[src/rtl/smc_pkg.sv]
package smc_pkg;
    parameter int TCW = 6;

    typedef logic [TCW-1:0] cnt_t;

    // field order from MSB: cycle, cs_pulse, cs_setup, pulse, setup
    typedef struct packed {
        cnt_t cycle;
        cnt_t cs_pulse;
        cnt_t cs_setup;
        cnt_t pulse;
        cnt_t setup;
    } phase_t;

    typedef struct packed {
        phase_t wr;
        phase_t rd;
    } timing_t;

    localparam int PHASE_W  = $bits(phase_t);
    localparam int TIMING_W = $bits(timing_t);

    typedef enum logic {ST_IDLE, ST_ACTIVE} state_t;

    function automatic phase_t slow_phase(input logic wr);
        phase_t p;
        p.setup    = cnt_t'(1);
        p.pulse    = cnt_t'(1);
        p.cs_setup = cnt_t'(0);
        p.cs_pulse = wr ? cnt_t'(3) : cnt_t'(2);
        p.cycle    = wr ? cnt_t'(3) : cnt_t'(2);
        return p;
    endfunction

    function automatic timing_t reset_timing();
        timing_t t;
        t.rd.setup    = cnt_t'(0);
        t.rd.pulse    = cnt_t'(1);
        t.rd.cs_setup = cnt_t'(0);
        t.rd.cs_pulse = cnt_t'(1);
        t.rd.cycle    = cnt_t'(1);
        t.wr          = t.rd;
        return t;
    endfunction

    function automatic logic in_window(input cnt_t c, input cnt_t start, input cnt_t len);
        logic [TCW:0] cx, sx, ex;
        cx = {1'b0, c};
        sx = {1'b0, start};
        ex = sx + {1'b0, len};
        return (cx >= sx) && (cx < ex);
    endfunction
endpackage

[src/rtl/smc_timing_bank.sv]
module smc_timing_bank #(
    parameter int NCS = 4,
    parameter int CSW = 2
) (
    input  logic                         clk,
    input  logic                         rst_n,
    input  logic                         wr_en_i,
    input  logic [CSW-1:0]               wr_sel_i,
    input  logic [smc_pkg::TIMING_W-1:0] wr_data_i,
    input  logic [CSW-1:0]               rd_sel_i,
    output smc_pkg::timing_t             rd_timing_o
);
    import smc_pkg::*;

    timing_t bank_q [NCS];

    for (genvar g = 0; g < NCS; g++) begin : g_slot
        always_ff @(posedge clk or negedge rst_n) begin
            if (!rst_n) begin
                bank_q[g] <= reset_timing();
            end else if (wr_en_i && (wr_sel_i == CSW'(g))) begin
                bank_q[g] <= timing_t'(wr_data_i);
            end
        end
    end

    assign rd_timing_o = bank_q[rd_sel_i];
endmodule

[src/rtl/smc_profile_sel.sv]
module smc_profile_sel (
    input  logic             slow_i,
    input  logic             wr_i,
    input  smc_pkg::timing_t prog_i,
    output smc_pkg::phase_t  phase_o
);
    import smc_pkg::*;

    phase_t pick;

    always_comb begin
        if (slow_i) begin
            pick = slow_phase(wr_i);
        end else begin
            pick = wr_i ? prog_i.wr : prog_i.rd;
        end
        phase_o = pick;
        // an access lasts at least one cycle
        if (pick.cycle == '0) begin
            phase_o.cycle = cnt_t'(1);
        end
    end
endmodule

[src/rtl/smc_strobe_gen.sv]
module smc_strobe_gen #(
    parameter int NCS = 4,
    parameter int AW  = 24,
    parameter int BEW = 2,
    parameter int DW  = 16,
    localparam int CSW = (NCS > 1) ? $clog2(NCS) : 1
) (
    input  logic                         clk,
    input  logic                         rst_n,
    input  logic                         slow_clk_i,
    input  logic                         cfg_we_i,
    input  logic [CSW-1:0]               cfg_sel_i,
    input  logic [smc_pkg::TIMING_W-1:0] cfg_data_i,
    input  logic                         req_i,
    output logic                         ack_o,
    input  logic                         we_i,
    input  logic [CSW-1:0]               cs_i,
    input  logic [AW-1:0]                addr_i,
    input  logic [BEW-1:0]               be_i,
    input  logic [DW-1:0]                rdata_i,
    output logic [NCS-1:0]               ncs_n_o,
    output logic                         nrd_n_o,
    output logic                         nwe_n_o,
    output logic [AW-1:0]                addr_o,
    output logic [BEW-1:0]               be_o,
    output logic                         we_o,
    output logic [DW-1:0]                rdata_o,
    output logic                         done_o
);
    import smc_pkg::*;

    state_t         state_q, state_nx;
    cnt_t           cnt_q;
    phase_t         ph_q, ph_next;
    timing_t        prog_t;
    logic           wr_q;
    logic [CSW-1:0] cs_q;
    logic [AW-1:0]  addr_q;
    logic [BEW-1:0] be_q;
    logic [DW-1:0]  rdata_q;
    logic           busy, last, accept;
    logic           cs_on, rd_on, wr_on, cap;
    logic [TCW:0]   rd_end;

    smc_timing_bank #(.NCS(NCS), .CSW(CSW)) u_bank (
        .clk        (clk),
        .rst_n      (rst_n),
        .wr_en_i    (cfg_we_i),
        .wr_sel_i   (cfg_sel_i),
        .wr_data_i  (cfg_data_i),
        .rd_sel_i   (cs_i),
        .rd_timing_o(prog_t)
    );

    smc_profile_sel u_sel (
        .slow_i (slow_clk_i),
        .wr_i   (we_i),
        .prog_i (prog_t),
        .phase_o(ph_next)
    );

    assign busy   = (state_q == ST_ACTIVE);
    assign last   = busy && (cnt_q == (ph_q.cycle - cnt_t'(1)));
    assign accept = (state_q == ST_IDLE) && req_i;
    assign rd_end = {1'b0, ph_q.setup} + {1'b0, ph_q.pulse};

    always_comb begin
        state_nx = state_q;
        unique case (state_q)
            ST_IDLE:   if (req_i) state_nx = ST_ACTIVE;
            ST_ACTIVE: if (last)  state_nx = ST_IDLE;
            default:   state_nx = ST_IDLE;
        endcase
    end

    always_ff @(posedge clk or negedge rst_n) begin
        if (!rst_n) begin
            state_q <= ST_IDLE;
            cnt_q   <= '0;
            ph_q    <= reset_timing().rd;
            wr_q    <= 1'b0;
            cs_q    <= '0;
            addr_q  <= '0;
            be_q    <= '0;
            rdata_q <= '0;
        end else begin
            state_q <= state_nx;
            if (accept) begin
                cnt_q  <= '0;
                ph_q   <= ph_next;
                wr_q   <= we_i;
                cs_q   <= cs_i;
                addr_q <= addr_i;
                be_q   <= be_i;
            end else if (busy) begin
                cnt_q <= cnt_q + cnt_t'(1);
            end
            if (cap) begin
                rdata_q <= rdata_i;
            end
        end
    end

    always_comb begin
        ack_o   = accept;
        cs_on   = busy && in_window(cnt_q, ph_q.cs_setup, ph_q.cs_pulse);
        rd_on   = busy && !wr_q && in_window(cnt_q, ph_q.setup, ph_q.pulse);
        wr_on   = busy && wr_q && in_window(cnt_q, ph_q.setup, ph_q.pulse);
        cap     = rd_on && (({1'b0, cnt_q} == rd_end - 1'b1) || last);
        ncs_n_o = '1;
        if (cs_on) begin
            ncs_n_o[cs_q] = 1'b0;
        end
        nrd_n_o = !rd_on;
        nwe_n_o = !wr_on;
        done_o  = last;
        addr_o  = addr_q;
        be_o    = be_q;
        we_o    = wr_q;
        rdata_o = rdata_q;
    end
endmodule

[config.mk]
export PLATFORM = sky130hd
export DESIGN_NAME = smc_strobe_gen
export DESIGN_NICKNAME = d
export VERILOG_FILES = /design/src/rtl/smc_pkg.sv /design/src/rtl/smc_timing_bank.sv /design/src/rtl/smc_profile_sel.sv /design/src/rtl/smc_strobe_gen.sv
export SDC_FILE = /design/constraint.sdc
export NUM_CORES = 1
export LEC_CHECK = 0
export ABC_AREA = 1
export BUFFER_PORTS_ARGS = -buffer_cell sky130_fd_sc_hd__buf_2
export CAP_MARGIN = 10
export CORE_ASPECT_RATIO = 0.6
export CORE_MARGIN = 2
export CORE_UTILIZATION = 35
export CTS_CLUSTER_SIZE = 28
export DETAILED_ROUTE_END_ITERATION = 16
export GPL_TIMING_DRIVEN = 1
export PLACE_DENSITY = 0.64
export SLEW_MARGIN = 15
export SYNTH_ARGS = -nofsm -noshare
export SYNTH_HDL_FRONTEND = slang
export SYNTH_SLANG_ARGS = --single-unit
[constraint.sdc]
create_clock -name clk -period 3.7 [get_ports clk]
set_input_delay 1.11 -clock clk [delete_from_list [all_inputs] [get_ports clk]]
set_output_delay 1.11 -clock clk [all_outputs]
set_load 0.03 [all_outputs]
==> qor.yml <==
status: "finished, violations left"
violations: "negative setup slack"
timing.rr.start: "ph_q[6]"
avgViaCountPerCell: 5.14
place_area_um2: 16600
ys_ff_latch: 322
regArea_um2: 8090
fp.dieW_um: 272
n_antenna_cell: 0
synthTopCellsByArea: "dfrtp_1, o21ai_0, nand2_1, dfstp_2, nor2_1"
die-height_um: 165
setup.worst_path.end: "nrd_n_o"
drv_cap: 0
fmaxAchievable_ghz: 0.239
clk_path_buf_depth: 3
via_count: 12900
preCtsSetupSlack_ns: -0.0311
critPathBufInv: 4
clock-root-buffer: "clkbuf_16"
rsz0062_at_grt: "true"
cts_tree: "done"
crit_cells: 18
post-route-drc-count: 0
synth.yosys.seq_area_share_pct: 53.7
leakagePower_nw: 8.76
numPortBuffers: 162
areaGrowthSynthToFinish_pct: 19.6
drtIter0Drc: 1268
reg2reg_depth: 20
critPathLaunch: "ph_q[6]"
synth_async_sr_flop_share_pct: 100
synthesis.instances: 1793
min_path_type: "flop to flop"
drtAntennaViolNets: 0
synth_edf_count: 0
path_common_cell: "nand2_1"
finalWorstSetupSlack_ns: -0.479
insertion_delay_ns: 0.52
cts_hold_buf: 0
worstSetupEndpointType: "primary output"
floorplan.initialDensity_pct: 35.8
mappedNetlistArea_um2: 15100
wl_per_cell_um: 17.2
layout_common_cells: "nand2_1, o21ai_0, dfrtp_1"
synth.avg_cell_area_um2: 8.41
clock-sinks: 322
critPathKind: "flop to primary output"
critPathRequiredTime_ns: 2.59
grt_pass1_vias: 12500
die_area_um2: 44800
power_density_nw_per_um2: 755
yosysWarningCount: 0
place_congestion: 0.889
grt_usage_pct: 19.3
antenna_found_initial: 0
ys_types: 35
fillers: 4123
multi_input_area_um2: 6240
cp.arrival_ns: 3.07
path_cells: "ha_4, inv_2, fa_2, inv_2, nand2_2, nand2_4, ha_4, a21oi_2, nand2_1, a21oi_1, nand2_1, nand3_1, nand2_1, nand2_2, nand2_4, nor2_8, clkinvlp_4, buf_6"
max-vdd-ir-drop_uv: 293
synth_area_leader_cell: "dfrtp_1"
yosysTopAreaCellShare_pct: 49.0
grt_start_max_net_pins: 122
ios: 163
critPathTopFamily: "simple AND/OR/NAND/NOR gates"
dp_cells: 2447
rows: 58
hold_viol_final: 0
fin_nets: 2074
grt_pass1_wl_um: 69200
finalMaxSlewViolations: 0
final-instance-count-excl-fill: 2518
start_kind: "flop"
h-tree-depth: 2
worstMarginPinSlew_ns: 0.794
ys.flop_type: "dfrtp_1"
routed_wl_um: 43400
path_clk_slew_ns: 0.06
reg2reg_setup_slack_ns: 0.69
overflow: 0
slew-limit-headroom_pct: 46.4
cp_slowest_cell: "dfstp_2"
fp.coreArea_um2: 42200
firstDrtPassIters: 5
r2r_end: "rdata_o[3]"
finalCritPeriodShare_pct: 113
skew_ns: 0.0181
cts-buffers-inserted: 34
final-setup-viol-count: 6
min_period_ns: 4.18
final_common_cell: "nand2_1"
max_stage_delay_ns: 0.55
syn_nets: 1944
critPathMaxFanout: 2
power.total_mw: 13.6
final_layout_size_suffix_gt1_share_pct: 17.1
design_area_um2: 18000
timing.hold.ws_ns: 0.466
post-dp-hpwl_um: 27900
[through the flow]
step	utilization, %	TNS, ns
2_1_floorplan	-	0
3_3_place_gp	39.5	-0.0794
3_5_place_dp	39.5	-0.0311
4_1_cts	42.6	-1.41
5_1_grt	42.8	-2.61
6_report	42.8	-1.65
[repair_timing]
action / CTS / global route
gates resized for setup: 21 / 8
setup endpoints to repair: 6 / 7
gates cloned: 0 / 0
pin swaps: 14 / 11
setup buffers: 5 / 5
[registers in the layout, indices dropped and copies added (netlist names)]
name / count
rdata_o: 16
be_o: 2
cs_q: 2
we_o: 1
cnt_q: 6
ph_q: 30
u_bank.bank_q: 240
addr_o: 24
busy: 1
[where the power goes]
group / internal (mW) / switching [mW]
Combinational: 1.86 / 3.15
Clock: 2.25 / 1.44
Sequential: 4.38 / 0.530
Total: 8.49 / 5.12
[layer usage]
metal,track usage (%),wire length [µm],vias to the layer above
met2,30.1,19500,364
met5,0,0,-
met3,3.43,2480,45
li1,-,-,6206
met1,28.3,20900,6327
met4,3.62,552,0
[worst min path at each step]
stage / startpoint / end / slack (ns) / cells past startpoint
floorplan: u_bank.bank_q[100] / u_bank.bank_q[100] / 0.45 / 2
global placement: addr_o[18] / addr_o[18] / 0.45 / 2
detailed placement: addr_o[18] / addr_o[18] / 0.45 / 2
CTS: addr_o[18] / addr_o[18] / 0.47 / 2
global route: addr_o[14] / addr_o[14] / 0.49 / 2
finish: rdata_o[1] / rdata_o[1] / 0.47 / 2
[logic make-up (layout without fill, tap and decap cells)]
group                      Yosys count  in the layout  synth area share (%)
DFF                                322            322                  53.7
adders and majority gates           39             39                  3.34
buffers and inverters              233            388                  5.94
AOI/OAI and AO/OA                  503            503                  18.2
xor gates and xnor gates             9              9                 0.523
and+or+nand+nor                    687            687                  18.3
[layout make-up]
| type | instances | share of cell area [%] |
|---|---|---|
| Timing Repair Buffer | 205 | 7.33 |
| Sequential cell | 322 | 44.9 |
| Tap cell | 570 | 3.96 |
| Inverter | 122 | 2.57 |
| Clock buffer | 50 | 5.61 |
| Multi-Input combinational cell | 1238 | 34.6 |
| Clock inverter | 11 | 1.02 |
[tightest hold or removal path, stage by stage, from the launching register on]
cell and delay, ns:
dfrtp_1 0.34, nand2_1 0.05, nand2_1 0.05
[cell usage after synthesis, types with 4 or more instances]
master	number
o22ai_1	33
a21oi_1	22
xor2_1	4
dfrtp_1	295
dfstp_2	27
o211ai_1	22
nand3_2	4
ha_1	37
inv_1	118
nor2_1	153
nand2_2	6
clkbuf_1	100
nand2_1	455
inv_2	4
o221ai_1	27
nand4_1	7
xnor2_1	5
nand3_1	52
o21ai_0	388
buf_2	5
No activity file was read; power rests on OpenSTA's default activity.
